<file path="src/rtl/pwd_poll_pkg.sv">
`timescale 1ns/1ps
// Shared types and constants for the password / poll gate.
package pwd_poll_pkg;
    localparam int          PWD_BYTES = 8;
    localparam logic [7:0]  POLL_CODE = 8'hC0;

    typedef enum logic [2:0] {
        ST_IDLE,
        ST_PWD,
        ST_BUSY,
        ST_WAIT,
        ST_GRANT
    } gate_state_t;
endpackage

</file>
<file path="src/rtl/pwd_byte_cmp.sv">
`timescale 1ns/1ps
// Byte-serial password comparator.
// Does: steps a byte index through the reference password, low byte first,
//       and keeps a sticky mismatch flag across the sequence.
// Assumes: clear and load are never high together; the caller stops
//          loading after the last byte.
module pwd_byte_cmp #(
    parameter int NBYTES = 8,
    localparam int IW = $clog2(NBYTES)
) (
    input  logic                 clk,
    input  logic                 rst_n,
    input  logic                 clear,
    input  logic                 load,
    input  logic [7:0]           byte_in,
    input  logic [NBYTES*8-1:0]  ref_pwd,
    output logic                 last_byte,
    output logic                 mismatch
);
    logic [IW-1:0] idx;
    logic [7:0]    ref_byte [NBYTES];

    // Slice the reference password into bytes.
    for (genvar k = 0; k < NBYTES; k++) begin : g_slice
        assign ref_byte[k] = ref_pwd[8*k +: 8];
    end

    assign last_byte = (idx == IW'(NBYTES - 1));

    // Advance the byte index and accumulate the mismatch.
    always_ff @(posedge clk) begin
        if (!rst_n || clear) begin
            idx      <= '0;
            mismatch <= 1'b0;
        end else if (load) begin
            idx      <= last_byte ? '0 : idx + 1'b1;
            mismatch <= mismatch | (byte_in != ref_byte[idx]);
        end
    end

    p_mismatch_sticky_r10: assert property (@(posedge clk) disable iff (!rst_n)
        (mismatch && !clear) |=> mismatch);
endmodule

</file>
<file path="src/rtl/pwd_busy_timer.sv">
`timescale 1ns/1ps
// Busy-window countdown.
// Does: once started, stays running for exactly CYCLES cycles and flags
//       its final cycle.
// Assumes: CYCLES >= 1; abort wins over start.
module pwd_busy_timer #(
    parameter int CYCLES = 2000000,
    localparam int CW = $clog2(CYCLES + 1)
) (
    input  logic clk,
    input  logic rst_n,
    input  logic start,
    input  logic abort,
    output logic running,
    output logic expired
);
    logic [CW-1:0] cnt;

    assign expired = running && (cnt == '0);

    // Load, count down and stop the window.
    always_ff @(posedge clk) begin
        if (!rst_n || abort) begin
            cnt     <= '0;
            running <= 1'b0;
        end else if (start) begin
            cnt     <= CW'(CYCLES - 1);
            running <= 1'b1;
        end else if (running) begin
            if (cnt == '0) running <= 1'b0;
            else           cnt     <= cnt - 1'b1;
        end
    end

    p_count_bound_r3: assert property (@(posedge clk) disable iff (!rst_n)
        running |-> (cnt < CW'(CYCLES)));
endmodule

</file>
<file path="src/rtl/pwd_poll_gate.sv">
`timescale 1ns/1ps
// Password verify and acknowledge-poll responder (top).
// Does: checks an 8-byte password against the selected stored password,
//       runs a fixed busy window, answers poll bytes and grants the data phase.
// Assumes: the byte layer gives one-cycle byte_valid / stop_evt pulses and
//          handles the ACK bit timing on the wire.
module pwd_poll_gate
    import pwd_poll_pkg::*;
#(
    parameter int BUSY_CYCLES = 2000000
) (
    input  logic        clk,
    input  logic        rst_n,
    input  logic        op_start,
    input  logic        need_pwd,
    input  logic [1:0]  pwd_sel,
    input  logic        byte_valid,
    input  logic [7:0]  byte_data,
    input  logic        stop_evt,
    input  logic [63:0] rd_pwd,
    input  logic [63:0] wr_pwd,
    input  logic [63:0] cfg_pwd,
    output logic        ack_valid,
    output logic        ack,
    output logic        busy,
    output logic        grant
);
    gate_state_t st, st_nxt;
    logic [1:0]  sel_q;
    logic [63:0] ref_pwd;
    logic        cmp_clear, cmp_load, last_byte, mismatch;
    logic        tmr_start, tmr_abort, tmr_run, tmr_expired;
    logic        ackv_nxt, ack_nxt;

    // Pick the stored password chosen at transaction start.
    always_comb begin
        case (sel_q)
            2'd0:    ref_pwd = rd_pwd;
            2'd1:    ref_pwd = wr_pwd;
            default: ref_pwd = cfg_pwd;
        endcase
    end

    assign cmp_clear = (st == ST_IDLE) && op_start && !stop_evt;
    assign cmp_load  = (st == ST_PWD) && byte_valid && !stop_evt;
    assign tmr_start = cmp_load && last_byte;
    assign tmr_abort = (st_nxt == ST_IDLE);

    pwd_byte_cmp #(.NBYTES(PWD_BYTES)) u_cmp (
        .clk(clk), .rst_n(rst_n), .clear(cmp_clear), .load(cmp_load),
        .byte_in(byte_data), .ref_pwd(ref_pwd),
        .last_byte(last_byte), .mismatch(mismatch)
    );

    pwd_busy_timer #(.CYCLES(BUSY_CYCLES)) u_tmr (
        .clk(clk), .rst_n(rst_n), .start(tmr_start), .abort(tmr_abort),
        .running(tmr_run), .expired(tmr_expired)
    );

    // Next state and acknowledge decision for the current byte.
    always_comb begin
        st_nxt   = st;
        ackv_nxt = 1'b0;
        ack_nxt  = 1'b0;
        if (stop_evt) begin
            st_nxt = ST_IDLE;
        end else begin
            case (st)
                ST_IDLE: if (op_start) st_nxt = need_pwd ? ST_PWD : ST_GRANT;
                ST_PWD: if (byte_valid) begin
                    ackv_nxt = 1'b1;
                    ack_nxt  = 1'b1;
                    if (last_byte) st_nxt = ST_BUSY;
                end
                ST_BUSY: begin
                    if (byte_valid) ackv_nxt = 1'b1;
                    if (byte_valid && byte_data != POLL_CODE) st_nxt = ST_IDLE;
                    else if (tmr_expired)                      st_nxt = ST_WAIT;
                end
                ST_WAIT: if (byte_valid) begin
                    ackv_nxt = 1'b1;
                    if (byte_data != POLL_CODE) st_nxt = ST_IDLE;
                    else if (!mismatch) begin
                        ack_nxt = 1'b1;
                        st_nxt  = ST_GRANT;
                    end
                end
                default: ;
            endcase
        end
    end

    // State, select latch and registered acknowledge.
    always_ff @(posedge clk) begin
        if (!rst_n) begin
            st        <= ST_IDLE;
            sel_q     <= 2'd0;
            ack_valid <= 1'b0;
            ack       <= 1'b0;
        end else begin
            st        <= st_nxt;
            ack_valid <= ackv_nxt;
            ack       <= ack_nxt;
            if (cmp_clear) sel_q <= pwd_sel;
        end
    end

    assign busy  = (st == ST_BUSY);
    assign grant = (st == ST_GRANT);

    p_ack_after_byte_r2: assert property (@(posedge clk) disable iff (!rst_n)
        ack_valid |-> $past(byte_valid));
    p_busy_nack_r4: assert property (@(posedge clk) disable iff (!rst_n)
        (busy && byte_valid && !stop_evt) |=> (ack_valid && !ack));
    p_grant_cause_r5: assert property (@(posedge clk) disable iff (!rst_n)
        $rose(grant) |-> ((ack_valid && ack) || $past(op_start && !need_pwd)));
    p_idle_silent_r7: assert property (@(posedge clk) disable iff (!rst_n)
        (st == ST_IDLE && byte_valid) |=> !ack_valid);
    p_stop_clears_r9: assert property (@(posedge clk) disable iff (!rst_n)
        stop_evt |=> (!grant && !busy));
    p_busy_matches_timer_r3: assert property (@(posedge clk) disable iff (!rst_n)
        busy |-> tmr_run);
endmodule

</file>
<file path="config.mk">
export PLATFORM = sky130hd
export DESIGN_NAME = pwd_poll_gate
export DESIGN_NICKNAME = d
export VERILOG_FILES = /design/src/rtl/pwd_poll_pkg.sv /design/src/rtl/pwd_byte_cmp.sv /design/src/rtl/pwd_busy_timer.sv /design/src/rtl/pwd_poll_gate.sv
export SDC_FILE = /design/constraint.sdc
export NUM_CORES = 1
export LEC_CHECK = 0
export BUFFER_PORTS_ARGS = -buffer_cell sky130_fd_sc_hd__buf_4
export CAP_MARGIN = 0
export CORE_UTILIZATION = 36
export DETAILED_ROUTE_END_ITERATION = 8
export PLACE_DENSITY = 0.69
export SYNTH_ARGS = -nofsm -noshare
export SYNTH_HDL_FRONTEND = slang
export SYNTH_SLANG_ARGS = --single-unit
export TNS_END_PERCENT = 30
</file>
<file path="constraint.sdc">
create_clock -name clk -period 2.7 [get_ports clk]
set_input_delay 0.135 -clock clk [delete_from_list [all_inputs] [get_ports clk]]
set_output_delay 0.135 -clock clk [all_outputs]
set_load 0.01 [all_outputs]
</file>
; Yosys cells after proc, flatten, opt, wreduce, memory -nomap -nowiden
; Index checks and enable logic that the tools add are counted.
[word_totals]
register_bits = 33
word_cells = 75
mem_bits_ro = 0
mem_count = 0
input_bits = 208
ram_bits = 0
latch_bits = 0
[op_classes]
addsub = 2
n_bitwise = 5
multipliers = 0
n_lt_le_gt_ge = 1
eq_ne = 9
shifts = 0
reduce_logical = 22
div = 0
n_mux = 27
[op_table]
columns = operator, n
row1 = $pmux W64 S2, 1
row2 = $mux W21, 3
row3 = $mux W3, 11
row4 = $bmux W8 S3, 1
row5 = $logic_not A21 Y1, 1
row6 = $sub A21 B1 Y21 const B, 1
row7 = $mux W8, 2
row8 = $pmux W3 S4, 1
row9 = $ne A8 B8 Y1, 1
row10 = $ne A8 B8 Y1 const B, 1
row11 = $logic_and A1 B1 Y1, 7
row12 = $mux W1, 7
row13 = $eq A3 B2 Y1 const B, 2
row14 = $eq A3 B3 Y1 const B, 2
row15 = $logic_not A3 Y1, 2
row16 = $reduce_or A3 Y1, 2
row17 = $ge A4 B4 Y1 const B, 1
row18 = $not A3 Y4, 1
row19 = $reduce_and A2 Y1, 2
row20 = $reduce_or A2 Y1, 2
row21 = $add A3 B1 Y3 const B, 1
row22 = $eq A3 B1 Y1 const B, 1
row23 = $not A1 Y1, 3
row24 = $eq A2 B1 Y1 const B, 1
row25 = 7 further kinds, 9

; Logic depth before layout (Yosys ltp)
[depth]
depth_word = 9
depth_mapped = 10

; Cells and area by module
; Synthesis repeated with hierarchy kept, for this count alone.
[unflattened]
cells_unflattened = 494
hier_area_um2 = 3842.4
[modules_own_cells]
columns = mod, cells_each, area_each_um2, seq_area_each_um2, instances
row1 = pwd_poll_gate, 264, 1750.4, 140.1, 1
row2 = pwd_busy_timer, 153, 1283.7, 440.4, 1
row3 = pwd_byte_cmp, 77, 808.3, 80.1, 1

; Least setup slack after synthesis
; Ideal clock, no wire load.
[synth_path]
path_type = reg2reg
start = reg u_cmp.idx[0]
end = reg u_cmp.mismatch
required_ns = 2.570
synth_period_minus_slack_ns = 2.151
setup_time_ns = 0.130
path_buffers = 3
setup_slack_ns = 0.549
arrival_ns = 2.020
stages_incl_launch_ff = 11
path_cell_list = dfxtp_1 -> buf_2 -> and2_1 -> buf_2 -> buf_2 -> a221oi_1 -> a22oi_1 -> a21o_1 -> a211o_1 -> nor4_1 -> o22ai_1
[synth_via]
elab_chain_cells = 6
[synth_lines]
columns = element, line_no
row1 = start: declaration, pwd_byte_cmp.sv:20  ; logic [IW-1:0] idx;
row2 = start signal: assignment, pwd_byte_cmp.sv:36  ; idx <= last_byte ? '0 : idx + 1'b1;
row3 = $not A3 Y4 (not written as such), pwd_byte_cmp.sv:37  ; mismatch <= mismatch | (byte_in != ref_byte[idx]);
row4 = $bmux W8 S3, pwd_byte_cmp.sv:37
row5 = $mux W8 (not written as such) (2 in a row), pwd_byte_cmp.sv:37
row6 = $ne A8 B8 Y1, pwd_byte_cmp.sv:37
row7 = $or A1 B1 Y1, pwd_byte_cmp.sv:37
row8 = end signal: assignment, pwd_byte_cmp.sv:37
row9 = end: declaration, pwd_byte_cmp.sv:18  ; output logic mismatch
; No other way between the ends. The select of a mux whose other input is x is not followed.
; A chain may end at the register's enable or synchronous reset.

; Final worst setup path
; Same ends and word-level chain as after synthesis.

==> metrics <==
Syn Nets=between 600 and 700; I/O Pins=212; Leak=2.227 nW; RSZ-0062 raised after global routing=no; Cell Pwr Density=about 260 nW/µm²; Post-Syn Area=roughly 3500 µm²; sequential area share after synthesis=about a fifth; port buffer count=211; Max Slew Vio Count=0; Crit path max-delay family=compound AO/OA/AOI/OAI gates; Placer Congestion=0.9052; clock latency on the worst-skew pair=between 0.2 and 0.3 ns; worst min-delay path class=input pin to register; clk sinks=33; Final setup viols=0; cts repair resizes=0; Critical Path Source Type=register; period utilization=between 90% and 100%; gr ovfl total=0; Post-synth EDFFs=0; Synth Warn #=0; initial antenna violation count=0; critical path type=register to register; CP Data Arrival Time=about 2.6 ns; final instance area=between 5000 and 6000 µm²; antenna viol nets, final=0; Synth top area share=approximately a fifth; Slew @ Worst Pin=between 0.5 and 0.6 ns; DRC=0; layout cells sized above 1=about 48%; CP Data Required Time=~2.9 ns; # diodes=0; post-DP HPWL=approximately 11000 µm; TritonCTS clock tree=done; area leader, netlist=dfxtp_1; synth-to-layout area growth=51.92%; effective utilization at floorplan=between 30% and 40%; Async SR Flop Fraction=0%; H-tree depth=2; crit end category=register; WL/cell=around 18 µm; Via density=around 5.5; commonest non-fill, non-tap cell in the layout=buf_4; Hold Vio Cnt, Final=0; Synth Area per Inst=8.379 µm²; Vias=about 4100; Largest stage delay, worst path=roughly 0.37 ns; Die Wd=between 100 and 150 µm; Final nets=832; initial drt markers=112; Clk pin slew, worst setup/hold paths=0.07 ns; clock root cell=clkbuf_8; post-layout util=57.18%; post-layout min period=approximately 2.5 ns; clk_skew=between 0.005 and 0.006 ns; first-pass GRT wire length=about 21000 µm; #FFs+latches synth=33; GRT Total Usage=approximately 27%; TritonRoute pass-1 iters=4; peak supply drop=0.1991 mV; f_max=403.8 MHz; critical path buffer and inverter count=2; drt total wl=about 14000 µm; Num CTS Buffers=5; crit path cell chain=buf_4 > and2_1 > buf_4 > a221o_1 > o22ai_1 > nor3_1 > a211o_1 > nor4_1 > o22ai_1; worst hold start=pwd_sel[0]; Cells after Synth=approximately 420; Slew headroom=between 60 and 70%; Worst Setup SP=u_cmp.idx[0]$_SDFFE_PP0P_; Critical R2R Launch=u_cmp.idx[0]$_SDFFE_PP0P_; max cap viols=0; vias in the first global route=4102; hold buffers post-CTS=0; TNS Setup=0 ns; Core Box Area=approximately 9300 µm²; most frequent cells in the layout=buf_4 (228), mux2_2 (50), dfxtp_1 (32); Top FF cell, synth=dfxtp_1; slowest CP cell=dfxtp_1; # rows=35; largest net degree at the start of global routing=42; Placed Area=~5200 µm²; status=finished clean; Synth area leaders=dfxtp_1 (19%), mux2_2 (16%), mux2i_1 (5.4%); Die Ht=between 100 and 150 µm; unique cell type count in the Yosys netlist=53; Setup Fix Bufs, Post-CTS=0; maximum fanout along the worst path=14; clock tree buffer depth=2; die area=10150 µm²
synth_stat cells (all sizes together) (12+ instances only):
cell type	n
mux2	50
dfxtp	33
buf	24
nor2	21
nor2b	21
a221oi	20
nand2b	20
mux2i	19
nor3	18
o211ai	17
a21oi	15
a211oi	14
xnor2	14
nand2	13
a221o	12
worst register-to-register path: stages (launching register included):
cell and delay (ns):
dfxtp_1 0.37, buf_4 0.20, and2_1 0.16, buf_4 0.19, a221o_1 0.38, o22ai_1 0.28, nor3_1 0.07, a211o_1 0.23
nor4_1 0.33, o22ai_1 0.13
cell type report:
class / instances / area (µm²)
sequential: 33 / 661.9
tap: 129 / 161.4
clock inverter: 1 / 5.005
multi-input combinational: 344 / 2651
timing repair buffer: 229 / 1732
inverter: 7 / 26.28
clock buffer: 7 / 96.34
fill: 882 / 3994
kinds of logic (layout without fill, tap and decap cells):
group | after synthesis | count (layout) | synth area share (%)
AO/OA/AOI/OAI | 120 | 120 | 25.80
XOR/XNOR | 19 | 19 | 4.740
adder cells (fa/ha/maj) | 4 | 4 | 1.426
buffers and inverters | 42 | 244 | 5.809
flip-flops | 33 | 33 | 18.82
multiplexers | 69 | 69 | 21.45
AND/OR/NAND/NOR | 132 | 132 | 21.95
final timing paths:
path                                                     to  slack [ns]  cells after the start
worst max-delay path            u_cmp.mismatch$_SDFFE_PP0P_        0.22                      9
worst min-delay path                  sel_q[0]$_SDFFE_PN0P_        0.10                      3
worst max register to register  u_cmp.mismatch$_SDFFE_PP0P_        0.22                      9
worst min register to register    u_tmr.cnt[3]$_SDFFE_PP0P_        0.49                      2
metal layers:
layer / global-route usage, % / wire [µm]
met4: 10.81 / 494
met3: 4.577 / 935
met1: 30.61 / 5320
met2: 49.74 / 6904
met5: 0 / 0
through the flow:
stage | worst slack [ns] | power, mW | hold slack (ns) | instances
floorplan | 0.5495 | 0.7185 | 0.2632 | 419
global placement | 0.2235 | 0.9956 | 0.3904 | 742
detailed placement | 0.2007 | 0.9981 | 0.4045 | 742
CTS | 0.1906 | 1.409 | 0.1028 | 750
global route | 0.06569 | 1.476 | 0.1310 | 750
finish | 0.2234 | 1.402 | 0.1021 | 750
power breakdown:
part	switching [mW]	internal [mW]	total (mW)
combinational	0.178	0.317	0.495
sequential	0.00628	0.491	0.497
clock	0.179	0.230	0.410
total	0.364	1.04	1.40
registers in the layout, summed over array words and instances (netlist names):
register,cells
u_tmr.running,1
ack_valid,1
st,3
u_tmr.cnt,21
ack,1
u_cmp.idx,3
sel_q,2
u_cmp.mismatch,1
(Power assumes the default switching activity.)
